===== config.mk =====
export PLATFORM = sky130hd
export DESIGN_NAME = clkdiv_bank
export DESIGN_NICKNAME = d
export VERILOG_FILES = /design/src/rtl/clkdiv_pkg.sv /design/src/rtl/clkdiv_sync.sv /design/src/rtl/clkdiv_counter.sv /design/src/rtl/clkdiv_gate.sv /design/src/rtl/clkdiv_bank.sv
export SDC_FILE = /design/constraint.sdc
export NUM_CORES = 1
export LEC_CHECK = 0
export ABC_AREA = 1
export BUFFER_PORTS_ARGS = -buffer_cell sky130_fd_sc_hd__buf_2
export CORE_UTILIZATION = 60
export CTS_CLUSTER_DIAMETER = 150
export DETAILED_ROUTE_END_ITERATION = 6
export PLACE_DENSITY = 0.82
export SLEW_MARGIN = 30
export SYNTH_ARGS = -nofsm -noshare
export SYNTH_HDL_FRONTEND = slang
export SYNTH_SLANG_ARGS = --single-unit

===== constraint.sdc =====
create_clock -name clk_src -period 5.7 [get_ports clk_src]
set_input_delay 0.57 -clock clk_src [delete_from_list [all_inputs] [get_ports clk_src]]
set_output_delay 0.57 -clock clk_src [all_outputs]
set_load 0.1 [all_outputs]

===== src/rtl/clkdiv_pkg.sv =====
package clkdiv_pkg;

    localparam int DIV_W = 5;

    typedef enum logic [1:0] {
        DIV_IDLE = 2'd0,
        DIV_HIGH = 2'd1,
        DIV_LOW  = 2'd2
    } div_state_e;

    typedef enum logic {
        GATE_OFF = 1'b0,
        GATE_ON  = 1'b1
    } gate_state_e;

    typedef struct packed {
        logic [DIV_W-1:0] cpu;
        logic [DIV_W-1:0] sdram;
        logic [DIV_W-1:0] pci;
    } ratio_set_t;

    function automatic ratio_set_t decode_ratio(input logic [3:0] code);
        ratio_set_t r;
        unique case (code)
            4'h0: r = '{cpu: 5'd2, sdram: 5'd2, pci: 5'd10};
            4'h1: r = '{cpu: 5'd2, sdram: 5'd3, pci: 5'd10};
            4'h2: r = '{cpu: 5'd3, sdram: 5'd2, pci: 5'd10};
            4'h3: r = '{cpu: 5'd3, sdram: 5'd3, pci: 5'd10};
            4'h4: r = '{cpu: 5'd3, sdram: 5'd3, pci: 5'd12};
            4'h5: r = '{cpu: 5'd3, sdram: 5'd3, pci: 5'd16};
            4'h6: r = '{cpu: 5'd3, sdram: 5'd4, pci: 5'd12};
            4'h7: r = '{cpu: 5'd3, sdram: 5'd4, pci: 5'd16};
            4'h8: r = '{cpu: 5'd4, sdram: 5'd3, pci: 5'd10};
            4'h9: r = '{cpu: 5'd4, sdram: 5'd3, pci: 5'd12};
            4'hA: r = '{cpu: 5'd4, sdram: 5'd3, pci: 5'd16};
            4'hB: r = '{cpu: 5'd4, sdram: 5'd4, pci: 5'd12};
            4'hC: r = '{cpu: 5'd4, sdram: 5'd6, pci: 5'd12};
            4'hD: r = '{cpu: 5'd6, sdram: 5'd3, pci: 5'd12};
            4'hE: r = '{cpu: 5'd6, sdram: 5'd4, pci: 5'd12};
            default: r = '{cpu: 5'd6, sdram: 5'd6, pci: 5'd12};
        endcase
        return r;
    endfunction

    // Returns 0 for the two undefined codes; caller treats 0 as "keep".
    function automatic logic [DIV_W-1:0] decode_agp(input logic [2:0] code);
        logic [DIV_W-1:0] d;
        unique case (code)
            3'b000:  d = 5'd3;
            3'b001:  d = 5'd5;
            3'b010:  d = 5'd6;
            3'b011:  d = 5'd8;
            3'b100:  d = 5'd4;
            3'b111:  d = 5'd10;
            default: d = '0;
        endcase
        return d;
    endfunction

endpackage


===== src/rtl/clkdiv_sync.sv =====
module clkdiv_sync #(
    parameter int          W       = 1,
    parameter logic [W-1:0] RST_VAL = '1
) (
    input  logic         clk,
    input  logic         rst_n,
    input  logic [W-1:0] async_i,
    output logic [W-1:0] sync_o
);

    logic [W-1:0] meta_q;
    logic [W-1:0] sync_q;

    always_ff @(posedge clk or negedge rst_n) begin
        if (!rst_n) begin
            meta_q <= RST_VAL;
            sync_q <= RST_VAL;
        end else begin
            meta_q <= async_i;
            sync_q <= meta_q;
        end
    end

    assign sync_o = sync_q;

endmodule


===== src/rtl/clkdiv_counter.sv =====
module clkdiv_counter
    import clkdiv_pkg::*;
(
    input  logic             clk,
    input  logic             rst_n,
    input  logic [DIV_W-1:0] div_req_i,
    output logic             div_o
);

    div_state_e       state_q, state_d;
    logic [DIV_W-1:0] cnt_q, cnt_d;
    logic [DIV_W-1:0] div_cur_q, div_cur_d;
    logic [DIV_W-1:0] hi_last;
    logic [DIV_W-1:0] per_last;

    always_comb begin
        hi_last  = DIV_W'((div_cur_q + DIV_W'(1)) >> 1) - DIV_W'(1);
        per_last = div_cur_q - DIV_W'(1);
    end

    // next-state process
    always_comb begin
        state_d   = state_q;
        cnt_d     = cnt_q;
        div_cur_d = div_cur_q;
        unique case (state_q)
            DIV_IDLE: begin
                state_d   = DIV_HIGH;
                cnt_d     = '0;
                div_cur_d = div_req_i;
            end
            DIV_HIGH: begin
                cnt_d = cnt_q + DIV_W'(1);
                if (cnt_q == hi_last) state_d = DIV_LOW;
            end
            DIV_LOW: begin
                if (cnt_q == per_last) begin
                    state_d   = DIV_HIGH;
                    cnt_d     = '0;
                    div_cur_d = div_req_i;
                end else begin
                    cnt_d = cnt_q + DIV_W'(1);
                end
            end
            default: state_d = DIV_IDLE;
        endcase
    end

    // state register
    always_ff @(posedge clk or negedge rst_n) begin
        if (!rst_n) begin
            state_q   <= DIV_IDLE;
            cnt_q     <= '0;
            div_cur_q <= DIV_W'(2);
        end else begin
            state_q   <= state_d;
            cnt_q     <= cnt_d;
            div_cur_q <= div_cur_d;
        end
    end

    // output process
    always_comb begin
        div_o = (state_q == DIV_HIGH);
    end


    cnt_in_period_chk: assert property (@(posedge clk) disable iff (!rst_n)
        (state_q != DIV_IDLE) |-> (cnt_q < div_cur_q));


    div_hold_midcycle_chk: assert property (@(posedge clk) disable iff (!rst_n)
        (state_q == DIV_HIGH || (state_q == DIV_LOW && cnt_q != per_last))
        |=> $stable(div_cur_q));

endmodule


===== src/rtl/clkdiv_gate.sv =====
module clkdiv_gate
    import clkdiv_pkg::*;
(
    input  logic clk,
    input  logic rst_n,
    input  logic div_i,
    input  logic want_i,
    output logic clk_o
);

    gate_state_e gate_q, gate_d;
    logic        out_q;

    always_comb begin
        gate_d = gate_q;
        unique case (gate_q)
            GATE_OFF: if (!div_i && want_i)  gate_d = GATE_ON;
            GATE_ON:  if (!div_i && !want_i) gate_d = GATE_OFF;
            default:  gate_d = GATE_OFF;
        endcase
    end

    always_ff @(posedge clk or negedge rst_n) begin
        if (!rst_n) gate_q <= GATE_OFF;
        else        gate_q <= gate_d;
    end

    always_ff @(posedge clk or negedge rst_n) begin
        if (!rst_n) out_q <= 1'b0;
        else        out_q <= div_i && (gate_q == GATE_ON);
    end

    assign clk_o = out_q;


    gate_only_when_low_chk: assert property (@(posedge clk) disable iff (!rst_n)
        div_i |=> $stable(gate_q));

endmodule


===== src/rtl/clkdiv_bank.sv =====
module clkdiv_bank
    import clkdiv_pkg::*;
#(
    parameter int N_CPU   = 3,
    parameter int N_SDRAM = 13,
    parameter int N_PCI   = 6,
    parameter int N_AGP   = 2
) (
    input  logic               clk_src,
    input  logic               rst_n,
    input  logic [3:0]         ratio_code,
    input  logic [2:0]         agp_code,
    input  logic [N_CPU-1:0]   cpu_en,
    input  logic [N_SDRAM-1:0] sdram_en,
    input  logic [N_PCI-1:0]   pci_en,
    input  logic [N_AGP-1:0]   agp_en,
    input  logic               cs_stop_follow,
    input  logic               cpu_stop_n,
    input  logic               sdram_stop_n,
    input  logic               pci_stop_n,
    input  logic               float_all,
    output logic [N_CPU-1:0]   cpu_clk,
    output logic [N_SDRAM-1:0] sdram_clk,
    output logic [N_PCI-1:0]   pci_clk,
    output logic [N_AGP-1:0]   agp_clk,
    output logic               clk_oe
);

    localparam int CS_IDX = N_CPU - 1;
    localparam logic [DIV_W-1:0] AGP_RST_DIV = DIV_W'(3);

    ratio_set_t       ratio;
    logic [DIV_W-1:0] agp_dec;
    logic             agp_legal;
    logic [DIV_W-1:0] agp_div_q;
    logic [2:0]       stop_s;
    logic             cpu_run, sdram_run, pci_run;
    logic             div_cpu, div_sdram, div_pci, div_agp;
    logic             oe_q;

    always_comb begin
        ratio     = decode_ratio(ratio_code);
        agp_dec   = decode_agp(agp_code);
        agp_legal = (agp_dec != '0);
    end

    always_ff @(posedge clk_src or negedge rst_n) begin
        if (!rst_n)         agp_div_q <= AGP_RST_DIV;
        else if (agp_legal) agp_div_q <= agp_dec;
    end

    always_ff @(posedge clk_src or negedge rst_n) begin
        if (!rst_n) oe_q <= 1'b0;
        else        oe_q <= !float_all;
    end
    assign clk_oe = oe_q;

    clkdiv_sync #(.W(3), .RST_VAL(3'b111)) u_stop_sync (
        .clk     (clk_src),
        .rst_n   (rst_n),
        .async_i ({cpu_stop_n, sdram_stop_n, pci_stop_n}),
        .sync_o  (stop_s)
    );
    assign cpu_run   = stop_s[2];
    assign sdram_run = stop_s[1];
    assign pci_run   = stop_s[0];

    clkdiv_counter u_div_cpu   (.clk(clk_src), .rst_n(rst_n), .div_req_i(ratio.cpu),   .div_o(div_cpu));
    clkdiv_counter u_div_sdram (.clk(clk_src), .rst_n(rst_n), .div_req_i(ratio.sdram), .div_o(div_sdram));
    clkdiv_counter u_div_pci   (.clk(clk_src), .rst_n(rst_n), .div_req_i(ratio.pci),   .div_o(div_pci));
    clkdiv_counter u_div_agp   (.clk(clk_src), .rst_n(rst_n), .div_req_i(agp_div_q),   .div_o(div_agp));

    for (genvar i = 0; i < N_CPU; i++) begin : g_cpu
        logic want;
        if (i == CS_IDX) begin : g_cs
            assign want = cpu_en[i] && (cpu_run || !cs_stop_follow);
        end else begin : g_plain
            assign want = cpu_en[i] && cpu_run;
        end
        clkdiv_gate u_gate (.clk(clk_src), .rst_n(rst_n), .div_i(div_cpu),
                            .want_i(want), .clk_o(cpu_clk[i]));
    end

    for (genvar i = 0; i < N_SDRAM; i++) begin : g_sdram
        clkdiv_gate u_gate (.clk(clk_src), .rst_n(rst_n), .div_i(div_sdram),
                            .want_i(sdram_en[i] && sdram_run), .clk_o(sdram_clk[i]));
    end

    for (genvar i = 0; i < N_PCI; i++) begin : g_pci
        clkdiv_gate u_gate (.clk(clk_src), .rst_n(rst_n), .div_i(div_pci),
                            .want_i(pci_en[i] && pci_run), .clk_o(pci_clk[i]));
    end

    for (genvar i = 0; i < N_AGP; i++) begin : g_agp
        clkdiv_gate u_gate (.clk(clk_src), .rst_n(rst_n), .div_i(div_agp),
                            .want_i(agp_en[i]), .clk_o(agp_clk[i]));
    end


    agp_undefined_hold_chk: assert property (@(posedge clk_src) disable iff (!rst_n)
        !agp_legal |=> $stable(agp_div_q));


    agp_div_legal_chk: assert property (@(posedge clk_src) disable iff (!rst_n)
        (agp_div_q == 5'd3 || agp_div_q == 5'd4 || agp_div_q == 5'd5 ||
         agp_div_q == 5'd6 || agp_div_q == 5'd8 || agp_div_q == 5'd10));

endmodule


==> flow_summary.json <==
{
  "outcome": "completed",
  "first_pass_iters": 4,
  "cts_tree": "built",
  "maxCapViolations": 0,
  "setup_tns_ns": 0,
  "core-area_mm2": 0.00876,
  "grt_use_met3": 0.0324,
  "min_period_ns": 2.35,
  "busiest_layer": "met2",
  "ys_ff_latch": 101,
  "layout-drive-gt1-share": 0.148,
  "clkSlewWorstSetupHoldPaths_ns": 0.10,
  "root_buffer": "clkbuf_8",
  "r2r-start": "u_div_cpu.div_cur_q[1]",
  "reg2reg_depth": 11,
  "synth_edf_count": 0,
  "criticalPathCategory": "reg2reg",
  "initial_utilization": 0.621,
  "swShare": 0.479,
  "synth_area_per_cell_um2": 8.25,
  "grt_use_met2": 0.413,
  "seqPwrFrac": 0.331,
  "cp_num_buf_inv": 2,
  "netlist_instances": 659,
  "synthTopCellsByCount": "nand2_1 (186), inv_1 (90), dfrtp_1 (89)",
  "powerDensity_mw_per_mm2": 560,
  "vdd_drop_max_v": 0.000220,
  "clock-sinks": 101,
  "r2r_end": "u_div_cpu.state_q[1]",
  "yosysMostFrequentCell": "nand2_1",
  "cts_buffers": 9,
  "grt_max_degree": 59,
  "syn-cell-area_mm2": 0.00544,
  "p_comb_frac": 0.512,
  "grt_pass1_vias": 4237,
  "num_vias": 4255,
  "p_clk_frac": 0.157,
  "rsz0062_at_grt": "no",
  "wire_per_inst_um": 12.9,
  "worstSetupEndpointType": "flip-flop",
  "p_sw_uw": 1580,
  "grt_overflow": 0,
  "die_h_um": 97.2,
  "cp.required_ns": 5.98,
  "worst_pin_slew_ns": 0.692,
  "postRouteWirelength_um": 10500,
  "yosys.cell_types.count": 33,
  "ant_nets": 0,
  "postCtsSetupRepairBufs": 0,
  "place_congestion": 0.886,
  "drt_iter0_markers": 180,
  "via_per_inst": 5.25,
  "drc_errors": 0,
  "p_int_uw": 1710,
  "io_pins": 63,
  "synth_top_area_cell": "dfrtp_1",
  "clkLatencyLatePin_ns": 0.37,
  "synth.top_cell.area_share": 0.410,
  "grtUsageMet1": 0.301,
  "crit_fanout": 4,
  "total_power_uw": 3290,
  "crit_top_cell": "ha_1",
  "antenna_cells": 0,
  "yosysWarningCount": 0,
  "maxSlewHeadroom": 0.539,
  "port_buffers": 62,
  "p_leak_uw": 0.00338,
  "clk_path_buf_depth": 2,
  "rows": 34,
  "hold_class": "in2async",
  "htreeDepth": 3,
  "antenna_found_initial": 0,
  "nNetsFinal": 769,
  "arrival_ns": 2.63,
  "die-area_mm2": 0.00945,
  "crit_family": "adder cells",
  "hold_buffers": 0,
  "crit_path_start_kind": "flip-flop",
  "finalMaxSlewViolations": 0,
  "ys_seq_area_frac": 0.468,
  "cts_resized": 0,
  "crit_chain": "inv_1, ha_1, inv_1, ha_1, ha_1, xnor2_1, nor3_1, nand2_1, nor2_1, nand2_1, a21boi_0",
  "synthTopCellsByArea": "dfrtp_1 (41%), nand2_1 (13%), ha_1 (7.8%)",
  "grt_pass1_wl_um": 18200,
  "synthArstFlopShare": 1.00,
  "syn_nets": 731,
  "hold_viol": 0,
  "fp.dieW_um": 97.2,
  "cpPeakStageDelay_ns": 0.56,
  "crit_slowest_cell": "dfstp_2",
  "ff2ff_setup_slack_ns": 3.35,
  "syn2layout_area_growth_pct": 8.17,
  "grt_usage": 0.237,
  "period_share": 0.412,
  "synth-main-ff-cell": "dfrtp_1",
  "finalSetupViolCount": 0,
  "fmax_mhz": 426,
  "fin_skew_ns": 0.0101,
  "place_hpwl_um": 7620
}
how the worst max path moves through the flow:
stage | start | end | slack [ns] | cells after the start
after floorplan | u_div_cpu.div_cur_q[1] | u_div_cpu.state_q[0] | 3.57 | 12
after global placement | u_div_cpu.div_cur_q[1] | u_div_cpu.state_q[0] | 3.50 | 12
after detailed placement | u_div_cpu.div_cur_q[1] | u_div_cpu.state_q[1] | 3.38 | 11
after CTS | u_div_cpu.div_cur_q[1] | u_div_cpu.state_q[1] | 3.36 | 11
after global routing | u_div_cpu.div_cur_q[1] | u_div_cpu.state_q[1] | 3.12 | 11
final | u_div_cpu.div_cur_q[1] | u_div_cpu.state_q[1] | 3.35 | 11
stage by stage:
stage                     utilization  cells  instance area (um2)  hold slack [ns]  setup WS, ns
final                           0.671    810                 5880            0.182          3.35
after global routing            0.671    810                 5880            0.224          3.12
after CTS                       0.671    810                 5880            0.207          3.36
after detailed placement        0.645    794                 5650            0.347          3.38
after global placement          0.645    794                 5650            0.346          3.50
after floorplan                     -    659                 5440            0.274          3.57
layout make-up:
class                      count  area, um2
clock buffer                   9        124
clock inverter                 7        104
fill                         665       2880
inverter                      91        342
multi-input combinational    431       2310
sequential                   101       2540
tap                          108        135
timing repair buffer          63        320
per-layer routing:
layer / vias up / wire length [um]
met1: 2020 / 4750
met3: 12 / 377
li1: 2121 / -
met4: 0 / 111
met2: 102 / 5230
met5: - / 0
cell usage in the layout (no fill, tap or decap), types with 6 or more instances in the layout:
cell type    n
dfstp_2     12
inv_1       90
nand2_1    186
dfrtp_1     89
or2_2        6
nor2_1      31
nand3_1     70
a21oi_1     14
xnor2_1     13
ha_1        34
xor2_1      17
clkbuf_8     9
buf_2       61
nand4_1      6
nor3_1       7
o21ai_0     26
kinds of logic after synthesis:
kind of cell             count (synthesis)  share of synthesized area
flip-flops                             101                      0.468
AND/OR/NAND/NOR                        314                      0.244
AO/OA/AOI/OAI                           53                     0.0548
XOR/XNOR                                30                     0.0483
buffers and inverters                  127                      0.107
adder cells (fa/ha/maj)                 34                     0.0782
power by group through the flow:
stage | Combinational [uW] | Clock, uW | Sequential (uW)
final | 1680 | 518 | 1090
after floorplan | 1460 | 0 | 1050
after global routing | 1890 | 555 | 1110
after CTS | 1680 | 529 | 1090
after detailed placement | 1670 | 0 | 1100
after global placement | 1590 | 0 | 1090
Note: power is estimated with default switching activity, not from simulation.
